## config.mk

```make
export PLATFORM = sky130hd
export DESIGN_NAME = swfc_engine
export DESIGN_NICKNAME = d
export VERILOG_FILES = /design/src/rtl/swfc_pkg.sv /design/src/rtl/swfc_rx_match.sv /design/src/rtl/swfc_tx_insert.sv /design/src/rtl/swfc_engine.sv
export SDC_FILE = /design/constraint.sdc
export NUM_CORES = 1
export LEC_CHECK = 0
export BUFFER_PORTS_ARGS = -buffer_cell sky130_fd_sc_hd__buf_2
export CAP_MARGIN = 20
export CORE_MARGIN = 2
export CORE_UTILIZATION = 40
export DETAILED_ROUTE_END_ITERATION = 6
export PLACE_DENSITY = 0.82
export SYNTH_ARGS = -nofsm -noshare
export SYNTH_HDL_FRONTEND = slang
export SYNTH_HIERARCHICAL = 1
export SYNTH_SLANG_ARGS = --single-unit
```

## constraint.sdc

```tcl
create_clock -name clk -period 2.6 [get_ports clk]
set_input_delay 0.26 -clock clk [delete_from_list [all_inputs] [get_ports clk]]
set_output_delay 0.26 -clock clk [all_outputs]
set_load 0.02 [all_outputs]
```

## src/rtl/swfc_pkg.sv

```systemverilog
package swfc_pkg;
  typedef enum logic [1:0] {
    SEL_NONE   = 2'b00,
    SEL_FIRST  = 2'b01,
    SEL_SECOND = 2'b10,
    SEL_PAIR   = 2'b11
  } swfc_sel_e;

  typedef enum logic [1:0] {
    REQ_IDLE = 2'b00,
    REQ_OFF  = 2'b01,
    REQ_ON   = 2'b10
  } swfc_req_e;

  typedef struct packed {
    logic [7:0] on_b;
    logic [7:0] on_a;
    logic [7:0] off_b;
    logic [7:0] off_a;
  } swfc_chars_t;
endpackage

```

## src/rtl/swfc_rx_match.sv

```systemverilog
module swfc_rx_match
  import swfc_pkg::*;
(
  input  logic        clk,
  input  logic        rst_n,
  input  swfc_sel_e   sel,
  input  swfc_chars_t codes,
  input  logic        rx_valid,
  input  logic [7:0]  rx_char,
  input  logic        iir_rd,
  output logic        tx_halt,
  output logic        xoff_irq
);
  localparam int unsigned NCODE = 4;

  logic [NCODE-1:0][7:0] code_vec;
  logic [NCODE-1:0]      eq;
  logic                  arm_off, arm_on;
  logic                  off_hit, on_hit;

  assign code_vec = codes;

  for (genvar gi = 0; gi < NCODE; gi++) begin : g_cmp
    assign eq[gi] = (rx_char == code_vec[gi]);
  end

  // index 0 off_a, 1 off_b, 2 on_a, 3 on_b
  always_comb begin
    off_hit = 1'b0;
    on_hit  = 1'b0;
    case (sel)
      SEL_FIRST: begin
        off_hit = rx_valid & eq[0];
        on_hit  = rx_valid & eq[2];
      end
      SEL_SECOND: begin
        off_hit = rx_valid & eq[1];
        on_hit  = rx_valid & eq[3];
      end
      SEL_PAIR: begin
        off_hit = rx_valid & arm_off & eq[1];
        on_hit  = rx_valid & arm_on  & eq[3];
      end
      default: ;
    endcase
  end

  always_ff @(posedge clk) begin
    if (!rst_n) begin
      tx_halt  <= 1'b0;
      arm_off  <= 1'b0;
      arm_on   <= 1'b0;
      xoff_irq <= 1'b0;
    end else begin
      if (sel == SEL_NONE) begin
        tx_halt <= 1'b0;
      end else if (off_hit) begin
        tx_halt <= 1'b1;
      end else if (on_hit) begin
        tx_halt <= 1'b0;
      end

      if (sel != SEL_PAIR) begin
        arm_off <= 1'b0;
        arm_on  <= 1'b0;
      end else if (rx_valid) begin
        arm_off <= eq[0] & ~(off_hit | on_hit);
        arm_on  <= eq[2] & ~(off_hit | on_hit);
      end

      if (off_hit) begin
        xoff_irq <= 1'b1;
      end else if (iir_rd) begin
        xoff_irq <= 1'b0;
      end
    end
  end


  halt_rise_chk: assert property (@(posedge clk) disable iff (!rst_n)
    $rose(tx_halt) |-> $past(rx_valid));

  irq_clear_chk: assert property (@(posedge clk) disable iff (!rst_n)
    (iir_rd && !rx_valid) |=> !xoff_irq);

  irq_rise_chk: assert property (@(posedge clk) disable iff (!rst_n)
    $rose(xoff_irq) |-> $past(rx_valid) && $rose(tx_halt) || $past(rx_valid) && $past(tx_halt));

  mode_off_chk: assert property (@(posedge clk) disable iff (!rst_n)
    (sel == SEL_NONE) |=> !tx_halt);
endmodule

```

## src/rtl/swfc_tx_insert.sv

```systemverilog
module swfc_tx_insert
  import swfc_pkg::*;
#(
  parameter int unsigned LVL_W = 7
) (
  input  logic             clk,
  input  logic             rst_n,
  input  swfc_sel_e        sel,
  input  swfc_chars_t      codes,
  input  logic [LVL_W-1:0] rx_level,
  input  logic [LVL_W-1:0] halt_lvl,
  input  logic [LVL_W-1:0] resume_lvl,
  output logic             ins_valid,
  input  logic             ins_ready,
  output logic [7:0]       ins_char
);
  swfc_req_e req;
  logic      throttled;
  logic      second;
  logic      at_halt, at_resume, use_b, take;

  assign at_halt   = (rx_level >= halt_lvl);
  assign at_resume = (rx_level <= resume_lvl);
  assign ins_valid = (req != REQ_IDLE);
  assign take      = ins_valid & ins_ready;
  assign use_b     = (sel == SEL_SECOND) | ((sel == SEL_PAIR) & second);

  always_comb begin
    if (req == REQ_ON) ins_char = use_b ? codes.on_b : codes.on_a;
    else               ins_char = use_b ? codes.off_b : codes.off_a;
  end

  always_ff @(posedge clk) begin
    if (!rst_n || sel == SEL_NONE) begin
      req       <= REQ_IDLE;
      throttled <= 1'b0;
      second    <= 1'b0;
    end else if (take) begin
      if (sel == SEL_PAIR && !second) begin
        second <= 1'b1;
      end else begin
        req    <= REQ_IDLE;
        second <= 1'b0;
      end
    end else if (!second) begin
      case (req)
        REQ_IDLE: begin
          if (!throttled && at_halt) begin
            throttled <= 1'b1;
            req       <= REQ_OFF;
          end else if (throttled && at_resume) begin
            throttled <= 1'b0;
            req       <= REQ_ON;
          end
        end
        REQ_OFF: if (at_resume) begin
          throttled <= 1'b0;
          req       <= REQ_IDLE;
        end
        REQ_ON: if (at_halt) begin
          throttled <= 1'b1;
          req       <= REQ_IDLE;
        end
        default: req <= REQ_IDLE;
      endcase
    end
  end

  // kind of the last request whose first character went out, for checking only
  swfc_req_e last_sent;
  always_ff @(posedge clk) begin
    if (!rst_n || sel == SEL_NONE) last_sent <= REQ_IDLE;
    else if (take && !second)      last_sent <= req;
  end


  alternate_chk: assert property (@(posedge clk) disable iff (!rst_n)
    (take && !second) |-> (req != last_sent));

  hold_chk: assert property (@(posedge clk) disable iff (!rst_n)
    (ins_valid && $past(ins_valid && !ins_ready) && $stable(sel) && $stable(req))
      |-> $stable(ins_char));

  tx_off_chk: assert property (@(posedge clk) disable iff (!rst_n)
    (sel == SEL_NONE) |=> !ins_valid);

  req_rise_chk: assert property (@(posedge clk) disable iff (!rst_n)
    $rose(ins_valid) |-> $past(at_halt || at_resume));
endmodule

```

## src/rtl/swfc_engine.sv

```systemverilog
module swfc_engine
  import swfc_pkg::*;
#(
  parameter int unsigned LVL_W = 7
) (
  input  logic             clk,
  input  logic             rst_n,
  input  logic             rx_valid,
  input  logic [7:0]       rx_char,
  input  logic [LVL_W-1:0] rx_level,
  input  logic [LVL_W-1:0] halt_lvl,
  input  logic [LVL_W-1:0] resume_lvl,
  input  logic [3:0]       flow_opt,
  input  logic [7:0]       xoff_a,
  input  logic [7:0]       xoff_b,
  input  logic [7:0]       xon_a,
  input  logic [7:0]       xon_b,
  input  logic             iir_rd,
  output logic             tx_halt,
  output logic             ins_valid,
  input  logic             ins_ready,
  output logic [7:0]       ins_char,
  output logic             xoff_irq
);
  swfc_chars_t codes;
  swfc_sel_e   rx_sel, tx_sel;

  assign codes  = '{on_b: xon_b, on_a: xon_a, off_b: xoff_b, off_a: xoff_a};
  assign rx_sel = swfc_sel_e'(flow_opt[1:0]);
  assign tx_sel = swfc_sel_e'(flow_opt[3:2]);

  swfc_rx_match u_rx (
    .clk      (clk),
    .rst_n    (rst_n),
    .sel      (rx_sel),
    .codes    (codes),
    .rx_valid (rx_valid),
    .rx_char  (rx_char),
    .iir_rd   (iir_rd),
    .tx_halt  (tx_halt),
    .xoff_irq (xoff_irq)
  );

  swfc_tx_insert #(.LVL_W(LVL_W)) u_tx (
    .clk        (clk),
    .rst_n      (rst_n),
    .sel        (tx_sel),
    .codes      (codes),
    .rx_level   (rx_level),
    .halt_lvl   (halt_lvl),
    .resume_lvl (resume_lvl),
    .ins_valid  (ins_valid),
    .ins_ready  (ins_ready),
    .ins_char   (ins_char)
  );
endmodule

```

==> impl_metrics.yaml <==
outcome:
  status: "finished clean"
yosys:
  synth_most_common_cell: "xor2_1"
  ys_ff_latch: 8
  async_reset_ff_frac: 0
  synthesis.nets: 267
  netlist_top_cells_area: "ha_1 (15%), xor2_1 (13%), mux4_2 (12%)"
  synth_edf_count: 0
  synthDistinctLibCells: 45
  ys_seq_area_frac: 0.102
  netlist_area_um2: 1560
  ys_top_cells_by_count: "xor2_1 (24), ha_1 (19), inv_1 (18)"
  synth_area_per_cell_um2: 8.79
  synthCells: 178
  ys_warn_count: 6
  synth_ff_type: "dfxtp_1"
  synth_top_area_cell: "ha_1"
  synth_top_area_share: 0.152
timing:
  finalHoldViolCount: 0
  slew_headroom: 0.594
  setup_viol: 0
  rsz0062_at_grt: "false"
  finClkSkew_ns: 0.00210
  worst_pin_slew_ns: 0.609
  whs_ns: 0.312
  final.setup.tns_ns: 0
  drv_slew: 0
  period_needed_ns: 2.31
  max_freq_mhz: 434
  period_share: 0.887
clocking:
  postCtsHoldBufs: 0
  clock_path_buffers: 2
  clock_sinks: 8
  postCtsSetupBuffers: 0
  clk_pin_slew_worst_paths_ns: 0.04
  cts_tree: "built"
  root_buffer: "clkbuf_8"
  cts-resized-gates: 0
  h-tree-depth: 1
  cts_buffers: 3
  clock_latency_ns: 0.22
global_route:
  antenna_found_initial: 0
  grt_pass1_wl_um: 6750
  grt_pass1_vias: 1656
  grt_max_degree: 10
  grt-ovfl-total: 0
  grt_usage: 0.192
final_layout:
  drive_gt1_frac: 0.404
  fin_util: 0.555
  finalNetCount: 351
  nFillCells: 355
  antenna_cells: 0
  area_growth_pct: 31.8
  fin_area_um2: 2060
route:
  via_per_inst: 5.44
  postRouteAntennaNets: 0
  remaining_drc_errors: 0
  wirelength_um: 4080
  drt-wirelength-per-cell_um: 13.2
  drtPass1Iterations: 4
  vias: 1674
  first_iter_violations: 85
hold_path:
  min-delay-start: "rst_n"
  whs_endpoint: "u_rx/tx_halt"
  hold_depth: 3
  hold_path_class: "in -> reg"
power:
  p_leak_nw: 1.02
  powerDensity_nw_per_um2: 411
  ir_drop_uv: 250
run:
  maxCapViolations: 0
critical_path:
  crit_path_max_incr_delay_ns: 0.59
  path_class: "reg -> out"
  cp.required_ns: 2.34
  rrSetupSlack_ns: 0.76
  critPathBufInv: 1
  cp.arrival_ns: 2.05
  start_kind: "register"
  crit_path_cell_trace: "nor2b_1 > nand2b_1 > mux4_2 > buf_2"
  crit_family: "simple AND/OR/NAND/NOR gates"
  cp_max_fo: 8
  r2r.worst_path.cells: 8
  r2r_end: "u_tx/req[0]"
  critPathCaptureType: "output pin"
  slowest_stage: "mux4_2"
  r2r-start: "u_tx/req[0]"
floorplan:
  io_pins: 81
  dieHeight_um: 66.5
  core_um2: 3720
  rows: 22
  die_x_um: 66.5
  dieArea_um2: 4430
  floorplan.initialDensity: 0.421
placed_design:
  dp_hpwl_um: 3630
  gp_congestion: 0.863
  dpl_cell_area_um2: 2020
  io_buffers: 80
-- cell usage in the layout, fill, tap and decap left out, types with 3 or more instances in the layout --
cell type and n:
nand4_1 6, mux4_2 8, nand3b_1 3, xor2_1 24, nand2b_1 3, o21ai_0 4, nand3_1 5, nor2_1 12
xnor2_1 8, inv_1 18, a21oi_2 3, a21oi_1 4, ha_1 19, clkbuf_8 3, dfxtp_1 8, buf_2 80
nand2_1 12, nor4_1 5
-- routing by layer --
layer  part of all wire  wire (µm)  vias up  GRT usage
met5                  0          0        -          0
met4              0.022         90        0     0.0536
met3              0.090        366       10     0.0422
met2               0.52       2110       82      0.379
met1               0.37       1520      761      0.200
li1                   -          -      821          -
-- how the worst max path moves through the flow --
stage | from | end | slack (ns) | cells past startpoint
after floorplan | halt_lvl[6] | u_tx/throttled | 0.85 | 8
after global placement | flow_opt[2] | ins_char[5] | 0.56 | 5
after detailed placement | flow_opt[2] | ins_char[3] | 0.48 | 5
after CTS | u_tx/second | ins_char[3] | 0.26 | 4
after global routing | u_tx/second | ins_char[3] | 0.10 | 4
final | u_tx/second | ins_char[3] | 0.29 | 4
-- registers in the layout, indices dropped and copies added (netlist names) --
name and cells:
u_tx/req 2, u_rx/arm_off 1, u_rx/arm_on 1, u_rx/tx_halt 1
u_rx/xoff_irq 1, u_tx/second 1, u_tx/throttled 1
-- power by group --
part,switching [mW],total [mW],internal (mW)
Clock,0.0472,0.147,0.100
Combinational,0.300,0.547,0.247
Sequential,0.0163,0.153,0.137
Total,0.363,0.847,0.484
-- stage by stage --
step / total power [mW] / setup WS, ns / instances
final: 0.847 / 0.295 / 308
after floorplan: 0.530 / 0.852 / 178
after global placement: 0.690 / 0.564 / 305
after CTS: 0.853 / 0.259 / 308
after detailed placement: 0.700 / 0.485 / 305
after global routing: 0.922 / 0.102 / 308
-- worst min-delay path: stages --
cell	delay (ns)
buf_2	0.12
o21ai_0	0.07
a21oi_1	0.04
-- cell type report --
cell class              instances  area (µm²)  share of cell area
multi-input cells             151        1330               0.646
well taps                      48        60.1              0.0291
clock buffers                   3        41.3              0.0200
repair buffers                 80         400               0.194
inverters                      18        67.6              0.0328
flip-flops and latches          8         160              0.0777
-- logic make-up after synthesis --
| kind of cell | after synthesis | synth area share |
|---|---|---|
| and+or+nand+nor | 58 | 0.208 |
| AOI/OAI and AO/OA | 32 | 0.184 |
| xor gates and xnor gates | 32 | 0.179 |
| buffers and inverters | 19 | 0.0464 |
| adders and majority gates | 19 | 0.152 |
| muxes | 10 | 0.128 |
| DFF | 8 | 0.102 |
Note: power is estimated with default switching activity, not from simulation.
